===== src/rtl/patch_pkg.sv =====
// patch_pkg: shared constants for the fetch patch unit.
// Assumes a byte-wide configuration bus and addresses that are whole bytes.
package patch_pkg;
    localparam int BYTE_W = 8;
    localparam int CTL_REGS = 2;   // number of enable control bytes
endpackage


===== src/rtl/patch_regs.sv =====
// patch_regs: configuration storage for the detect addresses, the enables and
// the status clear strobe, plus the combinational read-back mux.
// Assumes cfg_addr is stable during a write; unmapped offsets read zero.
module patch_regs
    import patch_pkg::*;
#(
    parameter int NUM_ENT = 6,
    parameter int ADDR_W  = 24,
    parameter int CFG_AW  = 5,
    parameter int IDX_W   = 3
) (
    input  logic                      clk,
    input  logic                      rst_n,
    input  logic                      cfg_wr,
    input  logic [CFG_AW-1:0]         cfg_addr,
    input  logic [BYTE_W-1:0]         cfg_wdata,
    input  logic                      stat_vld,
    input  logic [IDX_W-1:0]          stat_idx,
    output logic [BYTE_W-1:0]         cfg_rdata,
    output logic [NUM_ENT*ADDR_W-1:0] ent_addr,
    output logic [NUM_ENT-1:0]        ent_en,
    output logic                      stat_clr
);
    localparam int BPA        = ADDR_W / BYTE_W;
    localparam int ADDR_BYTES = NUM_ENT * BPA;
    localparam int EPC        = (NUM_ENT + CTL_REGS - 1) / CTL_REGS;
    localparam logic [CFG_AW-1:0] OFF_EN0  = CFG_AW'(ADDR_BYTES);
    localparam logic [CFG_AW-1:0] OFF_STAT = CFG_AW'(ADDR_BYTES + CTL_REGS);

    logic [BYTE_W-1:0] byte_q [ADDR_BYTES];

    for (genvar b = 0; b < ADDR_BYTES; b++) begin : g_byte
        // Store one address byte when its offset is written.
        always_ff @(posedge clk) begin
            if (!rst_n)
                byte_q[b] <= '0;
            else if (cfg_wr && cfg_addr == CFG_AW'(b))
                byte_q[b] <= cfg_wdata;
        end
    end

    for (genvar e = 0; e < NUM_ENT; e++) begin : g_ent
        localparam logic [CFG_AW-1:0] MY_CTL = CFG_AW'(ADDR_BYTES + e / EPC);
        localparam int MY_BIT = e % EPC;
        // Store this entry's enable bit from its control byte.
        always_ff @(posedge clk) begin
            if (!rst_n)
                ent_en[e] <= 1'b0;
            else if (cfg_wr && cfg_addr == MY_CTL)
                ent_en[e] <= cfg_wdata[MY_BIT];
        end
        for (genvar k = 0; k < BPA; k++) begin : g_part
            // Assemble the entry address from its bytes, low byte first.
            assign ent_addr[e*ADDR_W + k*BYTE_W +: BYTE_W] = byte_q[e*BPA + k];
        end
    end

    // Pulse a clear toward the status register on any write to its offset.
    assign stat_clr = cfg_wr && (cfg_addr == OFF_STAT);

    // Select the read-back byte for the addressed offset.
    always_comb begin
        cfg_rdata = '0;
        if (int'(cfg_addr) < ADDR_BYTES) begin
            cfg_rdata = byte_q[int'(cfg_addr)];
        end else if (cfg_addr == OFF_STAT) begin
            cfg_rdata[BYTE_W-1] = stat_vld;
            cfg_rdata[IDX_W-1:0] = stat_idx;
        end else begin
            for (int e = 0; e < NUM_ENT; e++) begin
                if (cfg_addr == CFG_AW'(int'(OFF_EN0) + e / EPC))
                    cfg_rdata[e % EPC] = ent_en[e];
            end
        end
    end
endmodule


===== src/rtl/patch_match.sv =====
// patch_match: parallel address comparators and lowest-index priority encoder.
// Assumes fetch_opcode marks first-byte fetches; purely combinational.
module patch_match #(
    parameter int NUM_ENT = 6,
    parameter int ADDR_W  = 24,
    parameter int IDX_W   = 3
) (
    input  logic [NUM_ENT*ADDR_W-1:0] ent_addr,
    input  logic [NUM_ENT-1:0]        ent_en,
    input  logic [ADDR_W-1:0]         fetch_addr,
    input  logic                      fetch_opcode,
    output logic                      hit,
    output logic [IDX_W-1:0]          hit_idx
);
    logic [NUM_ENT-1:0] eq;

    for (genvar e = 0; e < NUM_ENT; e++) begin : g_cmp
        // Compare one enabled entry against a qualified opcode fetch.
        assign eq[e] = fetch_opcode && ent_en[e] &&
                       (ent_addr[e*ADDR_W +: ADDR_W] == fetch_addr);
    end

    assign hit = |eq;

    // Encode the lowest-numbered matching entry.
    always_comb begin
        hit_idx = '0;
        for (int e = NUM_ENT - 1; e >= 0; e--) begin
            if (eq[e])
                hit_idx = IDX_W'(e);
        end
    end
endmodule


===== src/rtl/patch_status.sv =====
// patch_status: holds the first hit (valid flag and index) until software clears it.
// Assumes a clear that arrives together with a hit takes priority.
module patch_status #(
    parameter int IDX_W = 3
) (
    input  logic             clk,
    input  logic             rst_n,
    input  logic             hit,
    input  logic [IDX_W-1:0] hit_idx,
    input  logic             clr,
    output logic             vld,
    output logic [IDX_W-1:0] idx
);
    // Capture the first hit and keep it until cleared.
    always_ff @(posedge clk) begin
        if (!rst_n || clr) begin
            vld <= 1'b0;
            idx <= '0;
        end else if (hit && !vld) begin
            vld <= 1'b1;
            idx <= hit_idx;
        end
    end
endmodule


===== src/rtl/fetch_patch_unit.sv =====
// fetch_patch_unit: replaces the opcode byte of a fetch whose address matches
// an enabled detect entry with a trap opcode, in the same cycle.
// Assumes software disables an entry while rewriting its address bytes.
module fetch_patch_unit #(
    parameter int          NUM_ENT = 6,
    parameter int          ADDR_W  = 24,
    parameter int          CFG_AW  = 5,
    parameter logic [7:0]  TRAP_OP = 8'h01
) (
    input  logic              clk,
    input  logic              rst_n,
    input  logic              cfg_wr,
    input  logic [CFG_AW-1:0] cfg_addr,
    input  logic [7:0]        cfg_wdata,
    output logic [7:0]        cfg_rdata,
    input  logic [ADDR_W-1:0] fetch_addr,
    input  logic              fetch_opcode,
    input  logic [7:0]        mem_rdata,
    output logic [7:0]        cpu_rdata,
    output logic              patch_hit
);
    localparam int IDX_W = (NUM_ENT > 1) ? $clog2(NUM_ENT) : 1;

    logic [NUM_ENT*ADDR_W-1:0] ent_addr;
    logic [NUM_ENT-1:0]        ent_en;
    logic                      stat_clr;
    logic                      stat_vld;
    logic [IDX_W-1:0]          stat_idx;
    logic                      hit;
    logic [IDX_W-1:0]          hit_idx;

    patch_regs #(.NUM_ENT(NUM_ENT), .ADDR_W(ADDR_W), .CFG_AW(CFG_AW), .IDX_W(IDX_W)) u_regs (
        .clk(clk), .rst_n(rst_n), .cfg_wr(cfg_wr), .cfg_addr(cfg_addr),
        .cfg_wdata(cfg_wdata), .stat_vld(stat_vld), .stat_idx(stat_idx),
        .cfg_rdata(cfg_rdata), .ent_addr(ent_addr), .ent_en(ent_en),
        .stat_clr(stat_clr)
    );

    patch_match #(.NUM_ENT(NUM_ENT), .ADDR_W(ADDR_W), .IDX_W(IDX_W)) u_match (
        .ent_addr(ent_addr), .ent_en(ent_en), .fetch_addr(fetch_addr),
        .fetch_opcode(fetch_opcode), .hit(hit), .hit_idx(hit_idx)
    );

    patch_status #(.IDX_W(IDX_W)) u_stat (
        .clk(clk), .rst_n(rst_n), .hit(hit), .hit_idx(hit_idx),
        .clr(stat_clr), .vld(stat_vld), .idx(stat_idx)
    );

    // Steer the trap opcode onto the CPU data path on a hit.
    assign cpu_rdata = hit ? TRAP_OP : mem_rdata;
    assign patch_hit = hit;
endmodule


===== config.mk =====
export PLATFORM = sky130hd
export DESIGN_NAME = fetch_patch_unit
export DESIGN_NICKNAME = d
export VERILOG_FILES = /design/src/rtl/patch_pkg.sv /design/src/rtl/patch_regs.sv /design/src/rtl/patch_match.sv /design/src/rtl/patch_status.sv /design/src/rtl/fetch_patch_unit.sv
export SDC_FILE = /design/constraint.sdc
export NUM_CORES = 1
export LEC_CHECK = 0
export BUFFER_PORTS_ARGS = -buffer_cell sky130_fd_sc_hd__buf_4
export CELL_PAD_IN_SITES_DETAIL_PLACEMENT = 1
export CELL_PAD_IN_SITES_GLOBAL_PLACEMENT = 2
export CORE_ASPECT_RATIO = 0.6
export CORE_UTILIZATION = 38
export CTS_CLUSTER_DIAMETER = 50
export DETAILED_ROUTE_END_ITERATION = 8
export HOLD_SLACK_MARGIN = 0.12
export PLACE_DENSITY_LB_ADDON = 0.1
export SLEW_MARGIN = 20
export SYNTH_ARGS = -nofsm -noshare
export SYNTH_HDL_FRONTEND = slang
export SYNTH_SLANG_ARGS = --single-unit

===== constraint.sdc =====
create_clock -name clk -period 2.36 [get_ports clk]
set_clock_uncertainty 0.15 [all_clocks]
set_input_delay 0.118 -clock clk [delete_from_list [all_inputs] [get_ports clk]]
set_output_delay 0.118 -clock clk [all_outputs]
set_load 0.05 [all_outputs]

==> metrics.cfg, run 1 <==
[critical_path]
crit_arrival_ps=2610
cp.depth=8
path_max_fanout=3
cp-end-kind=primary output
slowest_delay_ps=470
cpMaxStageDelayCell=edfxtp_1
path_cells=xor2_1, buf_4, nor4_1, nand4_1, nor2_2, a21o_1, or3_4, buf_8
critical_path_required_ps=2090
r2r_cells=8
crit_type=flop to primary output
crit_family=simple AND/OR/NAND/NOR gates
worst-path-buf-inv=2
startpoint_type=flop

[timing]
max_freq_mhz=347
slew_headroom_pct=40.4
setup_viol=18
worst_pin_slew_ps=888
rsz0062_at_grt=yes
drv_slew=0
worst_slack_ps=-520
period_share_pct=122
period_minus_slack_ps=2880
hold_viol=0

[clock_tree]
cts_inserted_buffers=17
clk_latency_ps=440
clock-sinks=154
path_clk_slew_ps=70
cts_tree=yes
htreeDepth=4
cts_root_buf=clkbuf_16
cts_buffer_depth=2

[detailed_routing]
wl_per_cell_um=31.0
final_antenna_net_count=0
routed_via_density=5.88
drt_iter0_markers=871
drcViolationCount=2
vias=7908
firstDrtPassIters=7
routed_wirelength_um=41700

[yosys]
yosysTopAreaCellShare_pct=46.1
syn_area_per_cell_um2=11.7
synth_fp_nets=850
syn-instance-count=801
yosysSeqAreaShare_pct=48.2
synth_warnings=0
synth.distinct_cells=47
yosys.area.top_type=edfxtp_1
synth_ff_type=edfxtp_1
async_flop_share_pct=0
synth-seq-cells=154
ys_top_cells_by_area=edfxtp_1 (46%), xor2_1 (12%), and2_1 (10%), mux4_2 (9.6%), nor4_1 (4.0%)
synth_edf_count=144
syn_area_um2=9380

[global_routing]
grt_pass1_vias=7796
grt_pass1_wl_um=57600
grt_usage_pct=33.7
gr-total-overflow=0
antenna_found_initial=3
grt_max_degree=35

[die]
initial_core_util_pct=38.7
io_pins=66
core_area_um2=24200
rows=44
die_width_um=205
die-area_um2=25300
die_h_um=124

[power]
clockPowerShare_pct=36.1
power_density_nw_per_um2=601
p_sw_share_pct=30.6
p_leak_uw=0.00476
combPwrFrac_pct=20.4
p_sw_uw=2320
seqPwrFrac_pct=43.5
peakVddDrop_uv=506
p_int_uw=5260

[status]
status=complete, but fails checks
violations=design-rule violations, negative setup slack

[placed_design]
place_hpwl_um=30600
place_congestion=0.932
dp_slack_ps=-312
io_buffers=65

[cells_and_area]
multi_input_area_um2=4990
num-nets-final=1057
drive_gt1_share_pct=37.2
final_util_pct=52.0
final-seq-area_um2=4520
fillers=2523
syn_to_final_growth_pct=34.4

[min_path]
min_path_type=input pin to flop
min_path_cells=8

[job]
drv_cap=0

-- worst min-delay path, cell delays in order --
cell	delay [ps]
buf_4	150
nand2_1	100
nor2_1	50
nand4_1	80
nor2_1	70
nor2_1	110
o2111ai_1	110
o31ai_1	70
-- final cells by class --
type                            instances  area share [%]
Timing Repair Buffer                  240            16.4
Tap cell                              322            3.20
Antenna cell                            2          0.0397
Sequential cell                       154            35.9
Inverter                               12           0.377
Clock inverter                         14            1.07
Multi-Input combinational cell        583            39.6
Clock buffer                           18            3.41
-- power by group through the flow --
stage | registers (µW) | logic [µW] | clock network, µW
after floorplan | 3260 | 708 | 0
after global placement | 3340 | 1350 | 0
after detailed placement | 3340 | 1350 | 0
after CTS | 3280 | 1460 | 2770
after global routing | 3300 | 1600 | 2870
final | 3290 | 1550 | 2730
-- state kept, by name, summed over array words and instances (netlist names) --
signal         flops
u_regs.byte_q    144
u_regs.ent_en      6
u_stat.idx         3
u_stat.vld         1
-- what timing repair did --
item / CTS / global route
pin swaps: 41 / 15
setup buffers: 20 / 9
endpoints found under the setup margin: 20 / 21
endpoints found under the hold margin: 154 / 0
gates cloned: 1 / 0
hold buffers: 13 / 0
gates resized for setup: 86 / 37
-- layout by cell type (no fill, tap or decap), types with 8 or more instances in the layout --
master / count
a21oi_1: 9
and2_1: 144
buf_12: 8
buf_4: 193
buf_6: 16
buf_8: 10
clkbuf_16: 17
dfxtp_1: 10
dlygate4sd3_1: 13
edfxtp_1: 144
mux2i_1: 13
mux4_2: 40
nand2_1: 28
nand4_1: 12
nor2_1: 40
nor3_1: 8
nor4_1: 43
nor4_2: 14
o21ai_0: 21
xnor2_1: 12
xor2_1: 110
xor2_2: 21
-- logic make-up (layout without fill, tap and decap cells) --
logic type | Yosys count | count (layout) | share of synthesized area (%)
flops | 154 | 154 | 48.2
buf+inv | 65 | 284 | 3.50
xor+xnor | 144 | 144 | 13.4
simple gates | 334 | 335 | 20.6
other cells | 0 | 2 | 0
mux | 53 | 53 | 11.0
compound gates | 51 | 51 | 3.24
-- per-layer routing --
layer | vias to the layer above | share of wire [%] | GRT usage (%)
li1 | 3300 | - | -
met1 | 4105 | 47 | 50.7
met2 | 441 | 41 | 47.9
met3 | 62 | 9.4 | 7.61
met4 | 0 | 2.3 | 9.65
met5 | - | 0 | 0
-- path summary, 6_finish.rpt --
kind | startpoint | endpoint | slack [ps]
max | u_regs.byte_q[6][3]$_SDFFCE_PN0P_ | cpu_rdata[0] | -520
min | fetch_opcode | u_stat.idx[0]$_SDFFE_PP0P_ | 300
max reg2reg | u_regs.byte_q[6][3]$_SDFFCE_PN0P_ | u_stat.idx[0]$_SDFFE_PP0P_ | -130
min reg2reg | u_stat.idx[0]$_SDFFE_PP0P_ | u_stat.idx[0]$_SDFFE_PP0P_ | 330
-- cell usage after synthesis (all sizes together) (3+ instances only) --
| master | count |
|---|---|
| a211oi | 3 |
| a21oi | 10 |
| and2 | 151 |
| buf | 32 |
| clkbuf | 21 |
| dfxtp | 10 |
| edfxtp | 144 |
| inv | 11 |
| mux2i | 13 |
| mux4 | 40 |
| nand2 | 28 |
| nand3 | 3 |
| nand4 | 12 |
| nand4b | 5 |
| nor2 | 46 |
| nor3 | 8 |
| nor4 | 60 |
| o21ai | 24 |
| o22ai | 6 |
| or2 | 3 |
| or3 | 3 |
| or4 | 3 |
| xnor2 | 12 |
| xor2 | 132 |
-- per-stage QoR --
stage	TNS, ps	hold WS, ps	cell area [µm²]	cells	total power, µW
2_1_floorplan	-79.6	166	9390	801	3970
3_3_place_gp	-3150	293	11200	1278	4680
3_5_place_dp	-3300	312	11200	1278	4690
4_1_cts	-8080	274	12300	1339	7510
5_1_grt	-8490	311	12600	1343	7770
6_report	-7400	305	12600	1345	7570
Note: power is estimated with default switching activity, not from simulation.
==> inputs of run 2 (changes only) <==
--- a/config.mk
+++ b/config.mk
@@ -9,6 +9,7 @@
 export CELL_PAD_IN_SITES_DETAIL_PLACEMENT = 1
 export CELL_PAD_IN_SITES_GLOBAL_PLACEMENT = 2
 export CORE_ASPECT_RATIO = 0.6
+export CORE_MARGIN = 3
 export CORE_UTILIZATION = 38
 export CTS_CLUSTER_DIAMETER = 50
 export DETAILED_ROUTE_END_ITERATION = 8
==> run 2 against run 1 <==
  * The run ends with negative setup slack left
  * First-iteration DRC count up 14%
  * Sequential power about the same
  * Core utilization is 0.33 points higher
  * Clock-buffer cell count fell by 1
  * Via count fell by 1.1%
  * Clock power is 12% higher
  * Sequential share of layout area is 0.61 points higher
  * Die area is 5.2% higher
  * Worst hold slack lost 120 ps
  * Maximum frequency shrank 3.2%
  * Routed wire length rose by 1.7%
==> metrics.cfg, run 2 (same netlist as run 1, synthesis figures left out) <==
[critical_path]
crit_family=simple AND/OR/NAND/NOR gates
critical_path_required_ps=2090  ; about the same
cp.depth=9  ; +1
slowest_delay_ps=460  ; about the same
startpoint_type=flop
cpMaxStageDelayCell=edfxtp_1
r2r_cells=7  ; -1
cp-end-kind=primary output
crit_type=flop to primary output
crit_arrival_ps=2710  ; +100 ps
path_cells=xor2_2, nor4_2, nand2_1, nor4_4, buf_4, nor2_4, and3_4, and2_1, buf_6
worst-path-buf-inv=2  ; unchanged
path_max_fanout=5  ; +2

[global_routing]
grt_max_degree=34  ; -2.9%
grt_pass1_vias=7988  ; +2.5%
grt_pass1_wl_um=60000  ; +4.2%
antenna_found_initial=1  ; -2
gr-total-overflow=0  ; unchanged
grt_usage_pct=32.1  ; -1.6 points

[detailed_routing]
drt_iter0_markers=995  ; +14%
routed_wirelength_um=42400  ; +1.7%
drcViolationCount=0  ; -2
vias=7819  ; -1.1%
routed_via_density=5.97  ; +1.6%
final_antenna_net_count=0  ; unchanged
firstDrtPassIters=8  ; +1
wl_per_cell_um=32.4  ; +4.5%

[power]
combPwrFrac_pct=19.3  ; -1.1 points
p_sw_uw=2350  ; +1.6%
power_density_nw_per_um2=637  ; +6.0%
seqPwrFrac_pct=41.7  ; -1.8 points
peakVddDrop_uv=521  ; +2.8%
clockPowerShare_pct=38.9  ; +2.8 points
power_uw=7890  ; +4.2%
p_int_uw=5540  ; +5.4%
p_leak_uw=0.00462  ; -3.0%
p_sw_share_pct=29.8  ; -0.77 points

[die]
initial_core_util_pct=39.6  ; +0.90 points
die_h_um=128  ; +3.2%
core_area_um2=23700  ; -2.3%
die_width_um=209  ; +2.0%
die-area_um2=26700  ; +5.2%
io_pins=66  ; unchanged
rows=43  ; -2.3%

[placed_design]
dp_slack_ps=-532  ; -220 ps
place_hpwl_um=31100  ; +1.6%
place_congestion=0.974  ; +4.5%
io_buffers=65  ; unchanged
place_area_um2=11000  ; -1.3%

[cells_and_area]
drive_gt1_share_pct=34.2  ; -3.0 points
finalInstanceArea_um2=12400  ; -1.7%
most-common-layout-cells=buf_4 (160), and2_1 (150), edfxtp_1 (144)
syn_to_final_growth_pct=32.1
final-seq-area_um2=4520  ; unchanged
layout_commonest_cell=buf_4
largest_reg_flops=144  ; unchanged
fillers=2425  ; -3.9%
regMostFlops=u_regs.byte_q
num-nets-final=1028  ; -2.7%
multi_input_area_um2=4960  ; -0.63%
reg_top3=u_regs.byte_q x144, u_regs.ent_en x6, u_stat.idx x3

[clock_tree]
cts_tree=yes
cts_inserted_buffers=17  ; unchanged
cts_buffer_depth=2  ; unchanged
clk_latency_ps=460  ; +20 ps
htreeDepth=4  ; unchanged
path_clk_slew_ps=70  ; about the same
clock-sinks=154  ; unchanged
cts_root_buf=clkbuf_16

[timing]
worst_pin_slew_ps=944  ; +55.9 ps
period_minus_slack_ps=2980  ; +95.0 ps
setup_viol=20  ; +2
worst_slack_ps=-615  ; -95.0 ps
rsz0062_at_grt=yes
period_share_pct=126  ; +4.0 points
drv_slew=0  ; unchanged
slew_headroom_pct=36.6  ; -3.8 points
max_freq_mhz=336  ; -3.2%
hold_viol=0  ; unchanged

[status]
violations=negative setup slack
status=complete, but fails checks

[min_path]
min_path_cells=4  ; -4
min_path_type=input pin to flop

[job]
drv_cap=0  ; unchanged

## run 2: cell count changes in the layout (fill, tap and decap cells not counted), sizes merged
cell,delta
clkinvlp,+1
buf,-29
clkbuf,-1
bufinv,+3
clkinv,-2
inv,-1
## run 2: worst min-delay path: cells and delay by family
family	cells	cell delay (ps)
buffers and inverters	1	210
multiplexers	1	110
AND/OR/NAND/NOR	2	310
## run 2: routing by layer
layer  share of wire [%]  GRT usage [%]  vias up
li1                    -              -     3249
met3                  10           8.88       71
met2                  41           44.9      455
met5               0.031              0        -
met4                 2.5           9.36        2
met1                  46           48.6     4042
## run 2: power by group through the flow
| stage | Clock, µW | Sequential, µW | Combinational [µW] |
|---|---|---|---|
| finish | 3070 | 3290 | 1530 |
| global route | 3190 | 3300 | 1580 |
| CTS | 3080 | 3280 | 1460 |
| detailed placement | 0 | 3340 | 1340 |
| global placement | 0 | 3340 | 1330 |
| floorplan | 0 | 3260 | 708 |
## run 2: per-stage QoR
stage | setup TNS, ps | instances | hold WS, ps | utilization [%]
4_1_cts | -8230 | 1306 | 138 | 51.6
5_1_grt | -9790 | 1307 | 230 | 52.3
2_1_floorplan | -79.6 | 801 | 166 | -
6_report | -8670 | 1309 | 187 | 52.4
3_3_place_gp | -6130 | 1254 | 309 | 46.6
3_5_place_dp | -4950 | 1254 | 320 | 46.6
## run 2: area by class of cell
type                    instances  area share (%)
diodes                          2          0.0404
clock buffers                  17            3.43
clock inverters                15            1.71
inverters                      12           0.384
multi-input cells             583            40.0
flip-flops and latches        154            36.5
well taps                     315            3.18
repair buffers                211            14.8
## run 2: repair_timing
action	CTS	global route
resized for setup	81	33
pin swaps	26	14
setup endpoints to repair	21	22
hold buffers	13	0
gates cloned	1	0
buffers inserted	10	7
endpoints found under the hold margin	153	0
## run 2: final timing paths
check / from / endpoint / slack (ps)
setup / recovery: u_regs.byte_q[1][4]$_SDFFCE_PN0P_ / cpu_rdata[3] / -620
hold / removal: cfg_addr[4] / u_regs.ent_en[2]$_SDFFE_PN0P_ / 190
setup reg to reg: u_regs.byte_q[6][0]$_SDFFCE_PN0P_ / u_stat.idx[1]$_SDFFE_PP0P_ / -170
hold reg to reg: u_stat.idx[0]$_SDFFE_PP0P_ / u_stat.idx[0]$_SDFFE_PP0P_ / 350
